## src/rtl/cop_gate_pkg.sv

```systemverilog
package cop_gate_pkg;

   // Field order matches the control write data bits [3:0]
   typedef struct packed {
      logic et;
      logic ts;
      logic mp;
      logic em;
   } cop_ctl_t;

   typedef enum logic {
      W_IDLE = 1'b0,
      W_HOLD = 1'b1
   } wait_st_t;

endpackage

```

## src/rtl/cop_ctl_regs.sv

```systemverilog
module cop_ctl_regs
   import cop_gate_pkg::*;
#(
   parameter int   PRIV_W       = 2,
   parameter bit   ET_FROM_PIN  = 1'b1,
   parameter logic ET_RESET_VAL = 1'b0
) (
   input  logic              clk,
   input  logic              rst_n,
   input  logic              error_n,
   input  logic [PRIV_W-1:0] cpl,
   input  logic              wr_en,
   input  cop_ctl_t          wr_data,
   input  logic              task_switch,
   input  logic              ts_clear,
   output cop_ctl_t          ctl,
   output logic              prot_fault
);

   logic priv;
   logic et_rst;

   assign priv = (cpl == '0);

   generate
      if (ET_FROM_PIN) begin : g_et_pin
         assign et_rst = error_n;
      end else begin : g_et_fixed
         logic unused_err;
         assign unused_err = error_n;
         assign et_rst = ET_RESET_VAL;
      end
   endgenerate

   always_ff @(posedge clk) begin
      if (!rst_n) begin
         ctl.em     <= 1'b0;
         ctl.mp     <= 1'b0;
         ctl.ts     <= 1'b0;
         ctl.et     <= et_rst;
         prot_fault <= 1'b0;
      end else begin
         prot_fault <= (wr_en | ts_clear) & ~priv;
         if (wr_en & priv)    ctl    <= wr_data;
         if (ts_clear & priv) ctl.ts <= 1'b0;
         if (task_switch)     ctl.ts <= 1'b1;
      end
   end

   AST_TS_ON_SWITCH: assert property (@(posedge clk) disable iff (!rst_n)
      task_switch |=> ctl.ts);

   AST_USER_NO_WRITE: assert property (@(posedge clk) disable iff (!rst_n)
      ((wr_en | ts_clear) && !priv && !task_switch) |=> ($stable(ctl) && prot_fault));

endmodule

```

## src/rtl/cop_esc_check.sv

```systemverilog
module cop_esc_check
   import cop_gate_pkg::*;
#(
   parameter int                  OPC_W    = 8,
   parameter int                  ESC_BITS = 5,
   parameter logic [ESC_BITS-1:0] ESC_CODE = 5'b11011,
   parameter int                  VEC_W    = 5,
   parameter int                  VEC_NA   = 7,
   parameter int                  VEC_ERR  = 16
) (
   input  logic [OPC_W-1:0] opcode,
   input  cop_ctl_t         ctl,
   input  logic             chk_err,
   input  logic             error_n,
   output logic             is_esc,
   output logic             raise,
   output logic [VEC_W-1:0] vec,
   output logic             fwd
);

   assign is_esc = (opcode[OPC_W-1 -: ESC_BITS] == ESC_CODE);

   // Fixed priority: emulation, then task switched, then pending error
   always_comb begin
      raise = 1'b0;
      vec   = VEC_W'(VEC_NA);
      fwd   = 1'b0;
      if (ctl.em) begin
         raise = 1'b1;
      end else if (ctl.ts) begin
         raise = 1'b1;
      end else if (chk_err && !error_n) begin
         raise = 1'b1;
         vec   = VEC_W'(VEC_ERR);
      end else begin
         fwd = 1'b1;
      end
   end

endmodule

```

## src/rtl/cop_wait_fsm.sv

```systemverilog
module cop_wait_fsm
   import cop_gate_pkg::*;
#(
   parameter int VEC_W   = 5,
   parameter int VEC_NA  = 7,
   parameter int VEC_ERR = 16
) (
   input  logic             clk,
   input  logic             rst_n,
   input  logic             start,
   input  cop_ctl_t         ctl,
   input  logic             busy_n,
   input  logic             error_n,
   output logic             waiting,
   output logic             raise,
   output logic [VEC_W-1:0] vec
);

   wait_st_t st, st_nxt;

   always_comb begin
      st_nxt = st;
      raise  = 1'b0;
      vec    = VEC_W'(VEC_NA);
      case (st)
         W_IDLE: begin
            if (start) begin
               if (ctl.mp && ctl.ts) raise  = 1'b1;
               else                  st_nxt = W_HOLD;
            end
         end
         W_HOLD: begin
            if (busy_n) begin
               st_nxt = W_IDLE;
               if (!error_n) begin
                  raise = 1'b1;
                  vec   = VEC_W'(VEC_ERR);
               end
            end
         end
         default: st_nxt = W_IDLE;
      endcase
   end

   always_ff @(posedge clk) begin
      if (!rst_n) st <= W_IDLE;
      else        st <= st_nxt;
   end

   assign waiting = (st == W_HOLD);

   AST_HOLD_WHILE_BUSY: assert property (@(posedge clk) disable iff (!rst_n)
      (st == W_HOLD && !busy_n) |=> (st == W_HOLD));

   AST_MP_TS_NO_STALL: assert property (@(posedge clk) disable iff (!rst_n)
      (st == W_IDLE && start && ctl.mp && ctl.ts) |=> (st == W_IDLE));

endmodule

```

## src/rtl/cop_gate.sv

```systemverilog
module cop_gate
   import cop_gate_pkg::*;
#(
   parameter int                  OPC_W        = 8,
   parameter int                  ESC_BITS     = 5,
   parameter logic [ESC_BITS-1:0] ESC_CODE     = 5'b11011,
   parameter int                  PRIV_W       = 2,
   parameter int                  VEC_W        = 5,
   parameter int                  VEC_NA       = 7,
   parameter int                  VEC_ERR      = 16,
   parameter bit                  ET_FROM_PIN  = 1'b1,
   parameter logic                ET_RESET_VAL = 1'b0
) (
   input  logic              clk,
   input  logic              rst_n,
   input  logic              instr_valid,
   input  logic [OPC_W-1:0]  instr_opcode,
   input  logic              instr_is_wait,
   input  logic              instr_chk_err,
   input  logic              busy_n,
   input  logic              error_n,
   input  logic              ctl_wr,
   input  logic [3:0]        ctl_wdata,
   input  logic [PRIV_W-1:0] cpl,
   input  logic              task_switch,
   input  logic              ts_clear,
   output logic              cop_fwd,
   output logic              stall,
   output logic              exc_valid,
   output logic [VEC_W-1:0]  exc_vector,
   output logic              proto32,
   output logic              prot_fault,
   output logic [3:0]        ctl_q
);

   localparam int VEC_MAX = (1 << VEC_W) - 1;

   generate
      if (ESC_BITS > OPC_W) begin : g_chk_esc
         $error("escape pattern wider than opcode byte");
      end
      if (VEC_ERR > VEC_MAX || VEC_NA > VEC_MAX) begin : g_chk_vec
         $error("exception vector does not fit VEC_W");
      end
      if (PRIV_W < 1) begin : g_chk_priv
         $error("privilege width must be at least one bit");
      end
   endgenerate

   cop_ctl_t         ctl;
   logic             accept, esc_go, wait_go;
   logic             is_esc, esc_raise, esc_fwd;
   logic [VEC_W-1:0] esc_vec;
   logic             w_raise, waiting;
   logic [VEC_W-1:0] w_vec;

   cop_ctl_regs #(
      .PRIV_W       (PRIV_W),
      .ET_FROM_PIN  (ET_FROM_PIN),
      .ET_RESET_VAL (ET_RESET_VAL)
   ) i_regs (
      .clk         (clk),
      .rst_n       (rst_n),
      .error_n     (error_n),
      .cpl         (cpl),
      .wr_en       (ctl_wr),
      .wr_data     (cop_ctl_t'(ctl_wdata)),
      .task_switch (task_switch),
      .ts_clear    (ts_clear),
      .ctl         (ctl),
      .prot_fault  (prot_fault)
   );

   cop_esc_check #(
      .OPC_W    (OPC_W),
      .ESC_BITS (ESC_BITS),
      .ESC_CODE (ESC_CODE),
      .VEC_W    (VEC_W),
      .VEC_NA   (VEC_NA),
      .VEC_ERR  (VEC_ERR)
   ) i_esc (
      .opcode  (instr_opcode),
      .ctl     (ctl),
      .chk_err (instr_chk_err),
      .error_n (error_n),
      .is_esc  (is_esc),
      .raise   (esc_raise),
      .vec     (esc_vec),
      .fwd     (esc_fwd)
   );

   cop_wait_fsm #(
      .VEC_W   (VEC_W),
      .VEC_NA  (VEC_NA),
      .VEC_ERR (VEC_ERR)
   ) i_wait (
      .clk     (clk),
      .rst_n   (rst_n),
      .start   (wait_go),
      .ctl     (ctl),
      .busy_n  (busy_n),
      .error_n (error_n),
      .waiting (waiting),
      .raise   (w_raise),
      .vec     (w_vec)
   );

   assign stall   = waiting;
   assign accept  = instr_valid & ~waiting;
   assign esc_go  = accept & ~instr_is_wait & is_esc;
   assign wait_go = accept & instr_is_wait;

   always_ff @(posedge clk) begin
      if (!rst_n) begin
         cop_fwd    <= 1'b0;
         exc_valid  <= 1'b0;
         exc_vector <= '0;
      end else begin
         cop_fwd    <= esc_go & esc_fwd;
         exc_valid  <= (esc_go & esc_raise) | w_raise;
         exc_vector <= w_raise ? w_vec : esc_vec;
      end
   end

   assign proto32 = ctl.et;
   assign ctl_q   = ctl;

   AST_EM_TRAPS: assert property (@(posedge clk) disable iff (!rst_n)
      (esc_go && ctl.em) |=> (exc_valid && exc_vector == VEC_W'(VEC_NA) && !cop_fwd));

   AST_NON_ESC_QUIET: assert property (@(posedge clk) disable iff (!rst_n)
      (accept && !instr_is_wait && !is_esc) |=> (!exc_valid && !cop_fwd));

   AST_FWD_XOR_EXC: assert property (@(posedge clk) disable iff (!rst_n)
      !(exc_valid && cop_fwd));

   AST_SINGLE_SOURCE: assert property (@(posedge clk) disable iff (!rst_n)
      !(esc_go && w_raise));

endmodule

```

## config.mk

```make
export PLATFORM = sky130hd
export DESIGN_NAME = cop_gate
export DESIGN_NICKNAME = d
export VERILOG_FILES = /design/src/rtl/cop_gate_pkg.sv /design/src/rtl/cop_ctl_regs.sv /design/src/rtl/cop_esc_check.sv /design/src/rtl/cop_wait_fsm.sv /design/src/rtl/cop_gate.sv
export SDC_FILE = /design/constraint.sdc
export NUM_CORES = 1
export LEC_CHECK = 0
export CAP_MARGIN = 20
export CORE_UTILIZATION = 38
export DETAILED_ROUTE_END_ITERATION = 10
export HOLD_SLACK_MARGIN = 0.02
export PLACE_DENSITY = 0.79
export RECOVER_POWER = 25
export SYNTH_ARGS = -nofsm -noshare
export SYNTH_HDL_FRONTEND = slang
export SYNTH_HIERARCHICAL = 1
export SYNTH_SLANG_ARGS = --single-unit
export TNS_END_PERCENT = 50
```

## constraint.sdc

```tcl
create_clock -name clk -period 1.4 [get_ports clk]
set_input_delay 0.28 -clock clk [delete_from_list [all_inputs] [get_ports clk]]
set_output_delay 0.28 -clock clk [all_outputs]
set_load 0.05 [all_outputs]
```

==> flow_metrics.py <==
metrics = {
    "run_status": {
        "status": "completed",
    },
    "routing": {
        "vias_per_cell": 4.55,
        "met2WireLength_um": 962,
        "highest_layer": "met4",
        "wl_met1_um": 587,
        "final_antenna_net_count": 0,
        "dr_wl_met3_um": 57,
        "drtIter0Drc": 7,
        "wl_per_cell_um": 11.8,
        "vias": 628,
        "wirelength_um": 1630,
        "drt-pass1-iter-count": 2,
        "drc_errors": 0,
    },
    "timing": {
        "finalSetupViolCount": 0,
        "whs_ns": 0.570,
        "postLayoutSetupSlackWorst_ns": 0.0619,
        "clock.fmax_mhz": 747,
        "clock_skew_ns": 0.00302,
        "period_share": 0.956,
        "rsz0062_at_grt": "yes",
        "hold_violations": 0,
        "slew_violations": 0,
        "finalCriticalPeriod_ns": 1.34,
    },
    "place": {
        "dpl-instance-area_um2": 1240,
        "dp_slack_ns": -0.343,
        "place.gp.congestion": 0.693,
        "dp_hpwl_um": 1370,
        "portBuffers": 34,
    },
    "cts": {
        "cts.clk_slew.worst_paths_ns": 0.08,
        "cts_sinks": 13,
        "cts_htree_levels": 1,
        "postCtsSetupRepairBufs": 0,
        "root_buffer": "clkbuf_4",
        "cts_buffer_depth": 2,
        "cts_tree": "built",
        "cts_buffers": 3,
        "clock_latency_ns": 0.27,
    },
    "logic_synthesis": {
        "yosys.cell_types.count": 30,
        "ys_warn_count": 6,
        "syn_inst": 71,
        "synth_seq_area_share": 0.387,
        "ys_seq_elements": 13,
        "syn_area_um2": 698,
        "synth_fp_nets": 95,
        "synth_area_per_cell_um2": 9.83,
    },
    "global_routing": {
        "grt_pass1_wl_um": 2590,
        "grt_usage": 0.188,
        "gr-total-overflow": 0,
        "grt_max_degree": 12,
        "antenna_found_initial": 0,
        "first_global_vias": 640,
    },
    "job": {
        "cap_viol_max_count": 0,
    },
    "layout": {
        "finalNetCount": 138,
        "fin_util": 0.696,
        "fill_cells": 151,
        "syn_to_final_growth_pct": 72.0,
        "layout-drive-gt1-share": 0.389,
        "diodes": 0,
        "mostFrequentLayoutCell": "clkdlybuf4s50_1",
        "final_cell_mix": "clkdlybuf4s50_1 (18), buf_4 (12), dfxtp_1 (9), buf_12 (9), nor2b_1 (7)",
        "finalInstanceArea_um2": 1200,
    },
    "floorplanning": {
        "pin_count": 38,
        "coreArea_um2": 1730,
        "die_area_um2": 2010,
        "die_h_um": 44.9,
        "die_w_um": 44.9,
        "initial_core_util": 0.404,
        "num_rows": 15,
    },
    "worst_setup_path": {
        "cp_slowest_cell": "clkdlybuf4s50_1",
        "worstPathArrival_ns": 1.51,
        "critPathRequiredTime_ns": 1.57,
        "worstPathMaxFanout": 6,
        "crit_family": "buffers and inverters",
        "startpoint_type": "input port",
        "crit_type": "in -> reg",
        "slowest_delay_ns": 0.49,
        "cp_cell_sequence": "clkdlybuf4s50_1 -> nand2_1 -> nor2_2 -> inv_2 -> o21ai_1 -> buf_4 -> mux2i_2 -> nor2b_1",
        "worst-path-buf-inv": 3,
        "end_kind": "register",
    },
    "pwr": {
        "leakagePower_nw": 0.508,
        "power_density_nw_per_um2": 804,
        "power.total_uw": 966,
        "ir_drop_uv": 534,
    },
    "worst_hold_path": {
        "worstHoldPathType": "reg -> reg",
    },
}
[cell usage after synthesis]
master / count / area [um^2]
nand2_1: 5 / 18.8
a21boi_1: 1 / 7.51
nand3b_1: 1 / 7.51
a31oi_1: 1 / 6.26
nor2_1: 2 / 7.51
mux2i_1: 7 / 70.1
o31ai_1: 1 / 7.51
inv_2: 1 / 3.75
buf_4: 8 / 60.1
o221a_2: 1 / 11.3
and3_1: 1 / 6.26
and4bb_1: 1 / 12.5
nor3_2: 2 / 20.0
nand2b_4: 1 / 13.8
and2_0: 1 / 6.26
and4bb_2: 1 / 12.5
nor2_2: 1 / 6.26
nand3_1: 2 / 10.0
nor2b_4: 1 / 13.8
edfxtp_1: 1 / 30.0
dfxtp_1: 12 / 240
o21ai_0: 2 / 10.0
inv_1: 2 / 7.51
a21boi_0: 1 / 7.51
and3b_2: 1 / 10.0
nand2b_1: 2 / 12.5
a22o_1: 1 / 8.76
nor2b_1: 7 / 43.8
nor3b_4: 1 / 18.8
conb_1: 2 / 7.51
[what timing repair did]
item,in CTS,in global routing
endpoints found under the setup margin,4,4
pin swaps,2,1
resized for setup,3,2
hold buffers,0,0
[per-layer routing]
metal | GRT usage | up-vias
met5 | 0 | -
met4 | 0.109 | 0
met3 | 0.0360 | 2
met2 | 0.385 | 20
met1 | 0.163 | 288
li1 | - | 318
[cell type report]
cell class / instances / area (um^2) / share of cell area
inverter: 3 / 11.3 / 0.00938
multi-input combinational: 47 / 365 / 0.304
sequential: 13 / 274 / 0.228
timing repair buffer: 46 / 493 / 0.410
tap: 25 / 31.3 / 0.0260
clock buffer: 4 / 26.3 / 0.0219
[sequential cells by signal (all words and copies together), names as in the netlist]
register	flops
i_regs/prot_fault	1
exc_vector	5
i_wait/waiting	1
exc_valid	1
cop_fwd	1
i_regs/ctl	4
[kinds of logic (layout without fill, tap and decap cells)]
kind of cell / after synthesis / after routing / share of synthesized area
AOI/OAI and AO/OA: 8 / 8 / 0.0842
muxes: 7 / 7 / 0.100
and+or+nand+nor: 30 / 30 / 0.315
DFF: 13 / 13 / 0.387
other: 2 / 2 / 0.0108
buffers and inverters: 11 / 53 / 0.102
[per-stage QoR]
step / setup TNS (ns) / cells
floorplan: 0 / 71
global placement: -1.52 / 134
detailed placement: -2.00 / 134
CTS: 0 / 138
global route: -0.0274 / 138
finish: 0 / 138
[worst register-to-register path, stage by stage (launching register included)]
cell and delay (ns):
dfxtp_2 0.34, and3b_2 0.25, nand3_2 0.07, o21ai_1 0.12
buf_4 0.17, mux2i_2 0.22, nor2b_1 0.06
[power breakdown]
| group | internal, mW | total [mW] | switching (mW) |
|---|---|---|---|
| registers | 0.397 | 0.418 | 0.0218 |
| logic | 0.168 | 0.313 | 0.145 |
| clock network | 0.110 | 0.235 | 0.125 |
[path summary, 6_finish.rpt]
| path | to | startpoint | cells after the start | slack (ns) |
|---|---|---|---|---|
| worst min register to register | i_regs/ctl[1] | i_regs/ctl[1] | 2 | 0.57 |
| worst min-delay path | i_regs/ctl[1] | i_regs/ctl[1] | 2 | 0.57 |
| worst max register to register | exc_vector[4] | i_wait/waiting | 6 | 0.08 |
| worst max-delay path | exc_vector[4] | busy_n | 8 | 0.06 |
Power figures use the tool's default switching activity.
